===== config.mk =====
export PLATFORM = sky130hd
export DESIGN_NAME = lcd_blink_ctrl
export DESIGN_NICKNAME = d
export VERILOG_FILES = /design/src/rtl/lcd_blink_pkg.sv /design/src/rtl/blink_divider.sv /design/src/rtl/blink_mux.sv /design/src/rtl/lcd_blink_ctrl.sv
export SDC_FILE = /design/constraint.sdc
export NUM_CORES = 1
export LEC_CHECK = 0
export BUFFER_PORTS_ARGS = -buffer_cell sky130_fd_sc_hd__buf_2
export CAP_MARGIN = 15
export CORE_AREA = 4 4 47 57
export CTS_BUF_LIST = sky130_fd_sc_hd__clkbuf_4 sky130_fd_sc_hd__clkbuf_8
export DETAILED_ROUTE_END_ITERATION = 6
export DIE_AREA = 0 0 51 61
export GPL_ROUTABILITY_DRIVEN = 0
export SLEW_MARGIN = 20
export SYNTH_ARGS = -nofsm -noshare
export SYNTH_HDL_FRONTEND = slang
export SYNTH_SLANG_ARGS = --single-unit
export TNS_END_PERCENT = 30

===== constraint.sdc =====
create_clock -name clk -period 2.1 [get_ports clk]
set_clock_uncertainty 0.2 [all_clocks]
set_input_delay 0.315 -clock clk [delete_from_list [all_inputs] [get_ports clk]]
set_output_delay 0.315 -clock clk [all_outputs]
set_load 0.05 [all_outputs]

===== src/rtl/lcd_blink_pkg.sv =====
package lcd_blink_pkg;

  typedef enum logic [1:0] {
    DRV_STATIC = 2'd0,
    DRV_MUX2   = 2'd1,
    DRV_MUX3   = 2'd2,
    DRV_MUX4   = 2'd3
  } drive_e;

  // Half blink period in display-clock cycles; mode 0 returns 1 as a harmless value.
  function automatic int unsigned half_period(input logic [1:0] mode, input int unsigned base_div);
    case (mode)
      2'd1:    half_period = base_div / 2;
      2'd2:    half_period = base_div;
      2'd3:    half_period = base_div * 2;
      default: half_period = 1;
    endcase
  endfunction

  // Only static and 1:2 drive leave an alternate RAM bank free.
  function automatic logic has_spare_bank(input logic [1:0] drive);
    has_spare_bank = (drive == DRV_STATIC) || (drive == DRV_MUX2);
  endfunction

endpackage


===== src/rtl/blink_divider.sv =====
module blink_divider
  import lcd_blink_pkg::*;
#(
  parameter int unsigned BASE_DIV = 768,
  localparam int unsigned MAX_HALF = BASE_DIV * 2,
  localparam int unsigned CW = $clog2(MAX_HALF + 1)
) (
  input  logic       clk,
  input  logic       rst_n,
  input  logic [1:0] blink_mode,
  output logic       hidden_phase,
  output logic       mode_change
);

  logic [1:0]    mode_q;
  logic [CW-1:0] cnt_q;
  logic          phase_q;
  logic [CW-1:0] half_m1;
  logic          blinking;
  logic          wrap;

  assign half_m1     = CW'(half_period(blink_mode, BASE_DIV) - 1);
  assign blinking    = (blink_mode != 2'd0);
  assign mode_change = (blink_mode != mode_q);
  assign wrap        = blinking && !mode_change && (cnt_q == half_m1);

  always_ff @(posedge clk) begin
    if (!rst_n) begin
      mode_q  <= 2'd0;
      cnt_q   <= '0;
      phase_q <= 1'b0;
    end else begin
      mode_q <= blink_mode;
      if (mode_change || !blinking) begin
        cnt_q   <= '0;
        phase_q <= 1'b0;
      end else if (wrap) begin
        cnt_q   <= '0;
        phase_q <= ~phase_q;
      end else begin
        cnt_q <= cnt_q + 1'b1;
      end
    end
  end

  assign hidden_phase = phase_q;

  // the counter never passes the half period of the current mode
  assert_cnt_in_range_R2: assert property (@(posedge clk) disable iff (!rst_n)
    (blinking && !mode_change) |-> (cnt_q <= half_m1));

  // the phase only flips at the end of a half period
  assert_phase_hold_R2: assert property (@(posedge clk) disable iff (!rst_n)
    (blinking && !mode_change && cnt_q != half_m1) |=> $stable(phase_q));

  // a mode change restarts in the visible phase
  assert_restart_visible_R9: assert property (@(posedge clk) disable iff (!rst_n)
    mode_change |=> (!phase_q && cnt_q == '0));

  // with blinking off the phase stays visible
  assert_off_visible_R1: assert property (@(posedge clk) disable iff (!rst_n)
    (!blinking && mode_q == 2'd0) |-> !phase_q);

endmodule


===== src/rtl/blink_mux.sv =====
module blink_mux
  import lcd_blink_pkg::*;
(
  input  logic       clk,
  input  logic       rst_n,
  input  logic       hidden_phase,
  input  logic [1:0] blink_mode,
  input  logic       swap_sel,
  input  logic [1:0] drive_mode,
  input  logic       disp_en,
  input  logic       base_bank,
  output logic       bank_sel,
  output logic       blank
);

  logic hidden;
  logic swap_ok;
  logic do_swap;
  logic do_blank;

  assign hidden   = hidden_phase && (blink_mode != 2'd0);
  assign swap_ok  = swap_sel && has_spare_bank(drive_mode);
  assign do_swap  = hidden && swap_ok;
  assign do_blank = hidden && !swap_ok;

  assign bank_sel = base_bank ^ (rst_n & do_swap);
  assign blank    = rst_n & (!disp_en || do_blank);

  // a disabled display is always blank
  assert_disabled_blank_R4: assert property (@(posedge clk) disable iff (!rst_n)
    !disp_en |-> blank);

  // no bank exchange in 1:3 or 1:4 drive
  assert_no_swap_mux34_R6: assert property (@(posedge clk) disable iff (!rst_n)
    (drive_mode[1]) |-> (bank_sel == base_bank));

  // blank-style blinking never touches the bank
  assert_plain_blink_bank_R7: assert property (@(posedge clk) disable iff (!rst_n)
    !swap_sel |-> (bank_sel == base_bank));

  // during reset the display is not blanked and shows the base bank
  always_comb begin
    if (!rst_n) begin
      assert_reset_outputs_R8: assert (!blank && bank_sel == base_bank);
    end
  end

endmodule


===== src/rtl/lcd_blink_ctrl.sv =====
module lcd_blink_ctrl
  import lcd_blink_pkg::*;
#(
  parameter int unsigned BASE_DIV = 768
) (
  input  logic       clk,
  input  logic       rst_n,
  input  logic [1:0] blink_mode,
  input  logic       swap_sel,
  input  logic [1:0] drive_mode,
  input  logic       disp_en,
  input  logic       base_bank,
  output logic       bank_sel,
  output logic       blank
);

  logic hidden_phase;
  logic mode_change;

  blink_divider #(.BASE_DIV(BASE_DIV)) u_div (
    .clk          (clk),
    .rst_n        (rst_n),
    .blink_mode   (blink_mode),
    .hidden_phase (hidden_phase),
    .mode_change  (mode_change)
  );

  blink_mux u_mux (
    .clk          (clk),
    .rst_n        (rst_n),
    .hidden_phase (hidden_phase),
    .blink_mode   (blink_mode),
    .swap_sel     (swap_sel),
    .drive_mode   (drive_mode),
    .disp_en      (disp_en),
    .base_bank    (base_bank),
    .bank_sel     (bank_sel),
    .blank        (blank)
  );

  // a swapped bank never comes with blanking while enabled
  assert_swap_not_blank_R5: assert property (@(posedge clk) disable iff (!rst_n)
    (disp_en && bank_sel != base_bank) |-> !blank);

  // the cycle after a mode change is always visible
  assert_change_visible_R9: assert property (@(posedge clk) disable iff (!rst_n)
    (mode_change && disp_en) |=> (disp_en && $stable(blink_mode)) |-> !blank);

endmodule


== Word-level counts from Yosys, hierarchy flattened ==
Index checks and enable logic that the tools add are counted.

* Flip-flop bits (word level): 14
* Latch bits: 0
* RAM bits: 0
* Bits in read-only memories: 0
* Output and inout bits: 2
* Memories: 0

* $add $sub $neg: 2
* Multipliers: 0
* Divide/modulo/power cells: 0
* Magnitude comparators: 0
* Eq/ne operators: 6
* Shifts and indexed selects: 0
* Mux-type cells: 1
* Bitwise operators: 5
* Reduce and logical (&&, ||, !) cells: 17

{| class="wikitable"
|+ Operators by type and width
! cell !! number
|-
| one-hot mux 11 bit (3 select lines) || 1
|-
| adder 11 x 1 -> 11 bit (second input constant) || 1
|-
| equality test 11 bit || 1
|-
| subtractor 11 x 1 -> 11 bit (second input constant) || 1
|-
| logical AND 1 bit || 6
|-
| equality test 2 x 1 -> 1 bit (second input constant) || 2
|-
| equality test 2 bit (second input constant) || 2
|-
| zero test 1 bit || 4
|-
| logical OR 1 bit || 3
|-
| OR reduction 3 bit || 1
|-
| AND 1 bit || 2
|-
| zero test 2 bit || 1
|-
| != test 2 bit || 1
|-
| NOT 1 bit || 2
|-
| nonzero test 2 bit || 1
|-
| OR reduction 2 bit || 1
|-
| bitwise XOR 1 bit || 1
|}

== Longest topological paths before layout ==
* Word-level depth: 7
* Mapped depth: 6

== Modules after synthesis ==
From an unflattened synthesis, not the netlist that was laid out.

* Cells, all modules: 79
* Area, all modules: 739.5 um2

{| class="wikitable"
|+ Modules (own cells, without submodules)
! module !! times used !! cells an instance !! area each (um2)
|-
| blink_divider || 1 || 73 || 685.7
|-
| blink_mux || 1 || 6 || 53.8
|}

== Least setup slack after synthesis ==
Ideal clock, no wire load.

* Kind: input port to output port
* From: input port blink_mode[0]
* To: output port bank_sel
* Data arrival time: 1.549 ns
* Required time: 1.585 ns
* Setup slack: 0.036 ns
* Stages on the path: 4
* Buffers on the path: 1
* Cells stage by stage: clkbuf_2 -> nor2_1 -> nand4b_1 -> xnor2_1

* Word-level cells in the longest chain between the ends: 5

{| class="wikitable"
|+ Ends and longest elaborated chain
! element !! line !! source
|-
| start, declared || lcd_blink_ctrl.sv:8 || <nowiki>input logic [1:0] blink_mode,</nowiki>
|-
| nonzero test 2 bit || blink_mux.sv:21 || <nowiki>assign hidden = hidden_phase && (blink_mode != 2'd0);</nowiki>
|-
| logical AND 1 bit || blink_mux.sv:21 ||
|-
| logical AND 1 bit || blink_mux.sv:23 || <nowiki>assign do_swap = hidden && swap_ok;</nowiki>
|-
| AND 1 bit || blink_mux.sv:26 || <nowiki>assign bank_sel = base_bank ^ (rst_n & do_swap);</nowiki>
|-
| bitwise XOR 1 bit || blink_mux.sv:26 ||
|-
| end, declared || lcd_blink_ctrl.sv:13 || <nowiki>output logic bank_sel,</nowiki>
|}

No other way between the ends.

== Worst setup path after layout ==
* From: register u_div.cnt_q[2]
* To: register u_div.phase_q, in the netlist u_div.hidden_phase

* Word-level cells in the longest chain between the ends: 2

{| class="wikitable"
|+ Ends and longest elaborated chain
! element !! line !! source
|-
| start, declared || blink_divider.sv:16 || <nowiki>logic [CW-1:0] cnt_q;</nowiki>
|-
| start signal, assigned || blink_divider.sv:41 || <nowiki>cnt_q <= cnt_q + 1'b1;</nowiki>
|-
| equality test 11 bit || blink_divider.sv:25 || <nowiki>assign wrap = blinking && !mode_change && (cnt_q == half_m1);</nowiki>
|-
| logical AND 1 bit || blink_divider.sv:25 ||
|-
| end signal, assigned || blink_divider.sv:39 || <nowiki>phase_q <= ~phase_q;</nowiki>
|-
| end, declared || blink_divider.sv:17 || <nowiki>logic phase_q;</nowiki>
|}

No other way between the ends.
A chain may end at the register's enable or synchronous reset.

==> results.json <==
{
  "arrival_ns": 1.79,
  "seq_area_frac_synth": 0.392,
  "relSlewSlack": 0.751,
  "die_y_um": 61,
  "clk_latency_ns": 0.28,
  "route.final.wire_length_um": 1280,
  "dp_hpwl_um": 960,
  "synth_top_cell_area_share": 0.392,
  "netlist_area_um2": 714,
  "clock_sinks": 14,
  "clockRootBuffer": "clkbuf_4",
  "grt_max_degree": 12,
  "ctsResizeCount": 0,
  "synth_cell_types": 29,
  "antenna_found_initial": 0,
  "power_mw": 0.460,
  "critPathLaunch": "u_div.cnt_q[2]$_SDFF_PP0_",
  "grt_overflow": 0,
  "worst_pin_slew_ns": 0.372,
  "n_antenna_cell": 0,
  "coreArea_um2": 2090,
  "yosys_most_used_dff": "dfxtp_1",
  "rsz0062_at_grt": "false",
  "track_usage": 0.0939,
  "row_count": 18,
  "clockBufferDepth": 2,
  "min_path_type": "primary input to flop",
  "cts_tree": "done",
  "max_freq_ghz": 0.564,
  "critPathMaxFanout": 6,
  "post-route-period-util": 0.845,
  "cts_inserted_buffers": 3,
  "p_leak_nw": 0.256,
  "start_kind": "flop",
  "die_area_um2": 3110,
  "ant_nets": 0,
  "initialDrtViolationCount": 10,
  "syn_nets": 90,
  "area_growth_pct": 13.8,
  "start_util": 0.341,
  "vias": 608,
  "hold_viol": 0,
  "ir_worst_vdd_uv": 272,
  "h-tree-depth": 1,
  "synth-edff-count": 0,
  "syn_area_per_cell_um2": 8.93,
  "mostFrequentLayoutCells": "14 x dfxtp_1, 12 x nor3_1, 10 x xnor2_1",
  "grt_pass1_vias": 530,
  "multi_input_area_um2": 402,
  "grt_pass1_wl_um": 2210,
  "setup.worst_path.class": "flop to flop",
  "maxSlewViolCount": 0,
  "status": "complete, no violations",
  "vias_per_cell": 5.02,
  "ys_ff_latch": 14,
  "setup_viol": 0,
  "async_flop_share": 0,
  "dr.pass1.iters": 4,
  "timing.rr.start": "u_div.cnt_q[2]$_SDFF_PP0_",
  "cap_violations": 0,
  "clk_pin_slew_ns": 0.08,
  "cp.required_ns": 2.11,
  "synth.largest_area_cell": "dfxtp_1",
  "hold_buffers": 0,
  "synth_cells": 80,
  "n_fill_cell": 231,
  "regArea_um2": 280,
  "nets": 103,
  "wl_per_cell_um": 10.6,
  "drcViolationCount": 0,
  "fp.dieW_um": 51,
  "endpoint_kind": "flop",
  "ioPinCount": 11,
  "worstHoldStart": "rst_n",
  "ys_warn_count": 0,
  "period_minus_slack_ns": 1.77,
  "power_density_nw_per_um2": 566,
  "port_buffers": 9,
  "drive_above_1_share": 0.187,
  "ys_top_cells_by_area": "dfxtp_1 39%, xnor2_1 12%, nor3_1 8.4%",
  "final_common_cell": "dfxtp_1",
  "post_cts_buffers": 0,
  "finalSetupTns_ns": 0
}
-- worst max-delay path: stages (launching register included) --
cell and delay [ns]:
dfxtp_1 0.43, nand4_1 0.20, or3_1 0.40, a22oi_2 0.15, buf_4 0.17, mux2i_1 0.16
-- power breakdown --
part | leakage [nW] | switching, mW | internal [mW] | total, mW
Combinational | 0.129 | 0.0236 | 0.0166 | 0.0402
Clock | 0.0138 | 0.0835 | 0.0664 | 0.150
Sequential | 0.113 | 0.00192 | 0.268 | 0.270
-- area by class of cell --
cell class                 count  area share
inverter                       3      0.0138
tap                           30      0.0462
timing repair buffer          11      0.0738
sequential                    14       0.345
multi-input combinational     60       0.494
clock buffer                   3      0.0277
-- per-stage QoR --
step / utilization / worst slack [ns] / hold slack [ns] / instance area [um^2] / std cells
after floorplan: - / 0.0361 / 0.237 / 714 / 80
after global placement: 0.378 / 0.359 / 0.284 / 791 / 118
after global routing: 0.388 / 0.207 / 0.147 / 813 / 121
final: 0.388 / 0.326 / 0.118 / 813 / 121
after detailed placement: 0.378 / 0.345 / 0.294 / 791 / 118
after CTS: 0.388 / 0.319 / 0.122 / 813 / 121
-- cells in the mapped netlist, types with 2 or more instances --
cell type	number
nand4_1	2
nand2_1	2
nand3_1	6
o21ai_0	2
inv_1	3
dfxtp_1	14
nor4_1	3
nor3_1	12
nor2_1	4
and2_1	3
xnor2_1	10
xor2_1	2
-- registers in the layout, summed over array words and instances, names as in the netlist --
register / flops
u_div.cnt_q: 11
u_div.mode_q: 2
u_div.hidden_phase: 1
-- per-layer routing --
metal | up-vias | global-route usage | routed length [um]
met5 | - | 0 | 0
met4 | 0 | 0.0346 | 12
met3 | 2 | 0.0295 | 70
met2 | 18 | 0.147 | 579
met1 | 278 | 0.121 | 615
li1 | 310 | - | -
-- cells by family after synthesis --
| kind of cell | count (synthesis) | share of synthesized area |
|---|---|---|
| buffers and inverters | 6 | 0.0455 |
| multiplexers | 1 | 0.0140 |
| XOR/XNOR | 12 | 0.147 |
| flip-flops | 14 | 0.392 |
| AND/OR/NAND/NOR | 41 | 0.329 |
| adder cells (fa/ha/maj) | 1 | 0.0175 |
| AO/OA/AOI/OAI | 5 | 0.0543 |
-- final timing paths --
check                                     to  slack, ns  depth (start not counted)
max          u_div.hidden_phase$_SDFFE_PP0P_       0.33                          5
min               u_div.mode_q[0]$_SDFF_PN0_       0.12                          2
max reg2reg  u_div.hidden_phase$_SDFFE_PP0P_       0.33                          5
min reg2reg  u_div.hidden_phase$_SDFFE_PP0P_       0.30                          2
No activity file was read; power rests on OpenSTA's default activity.
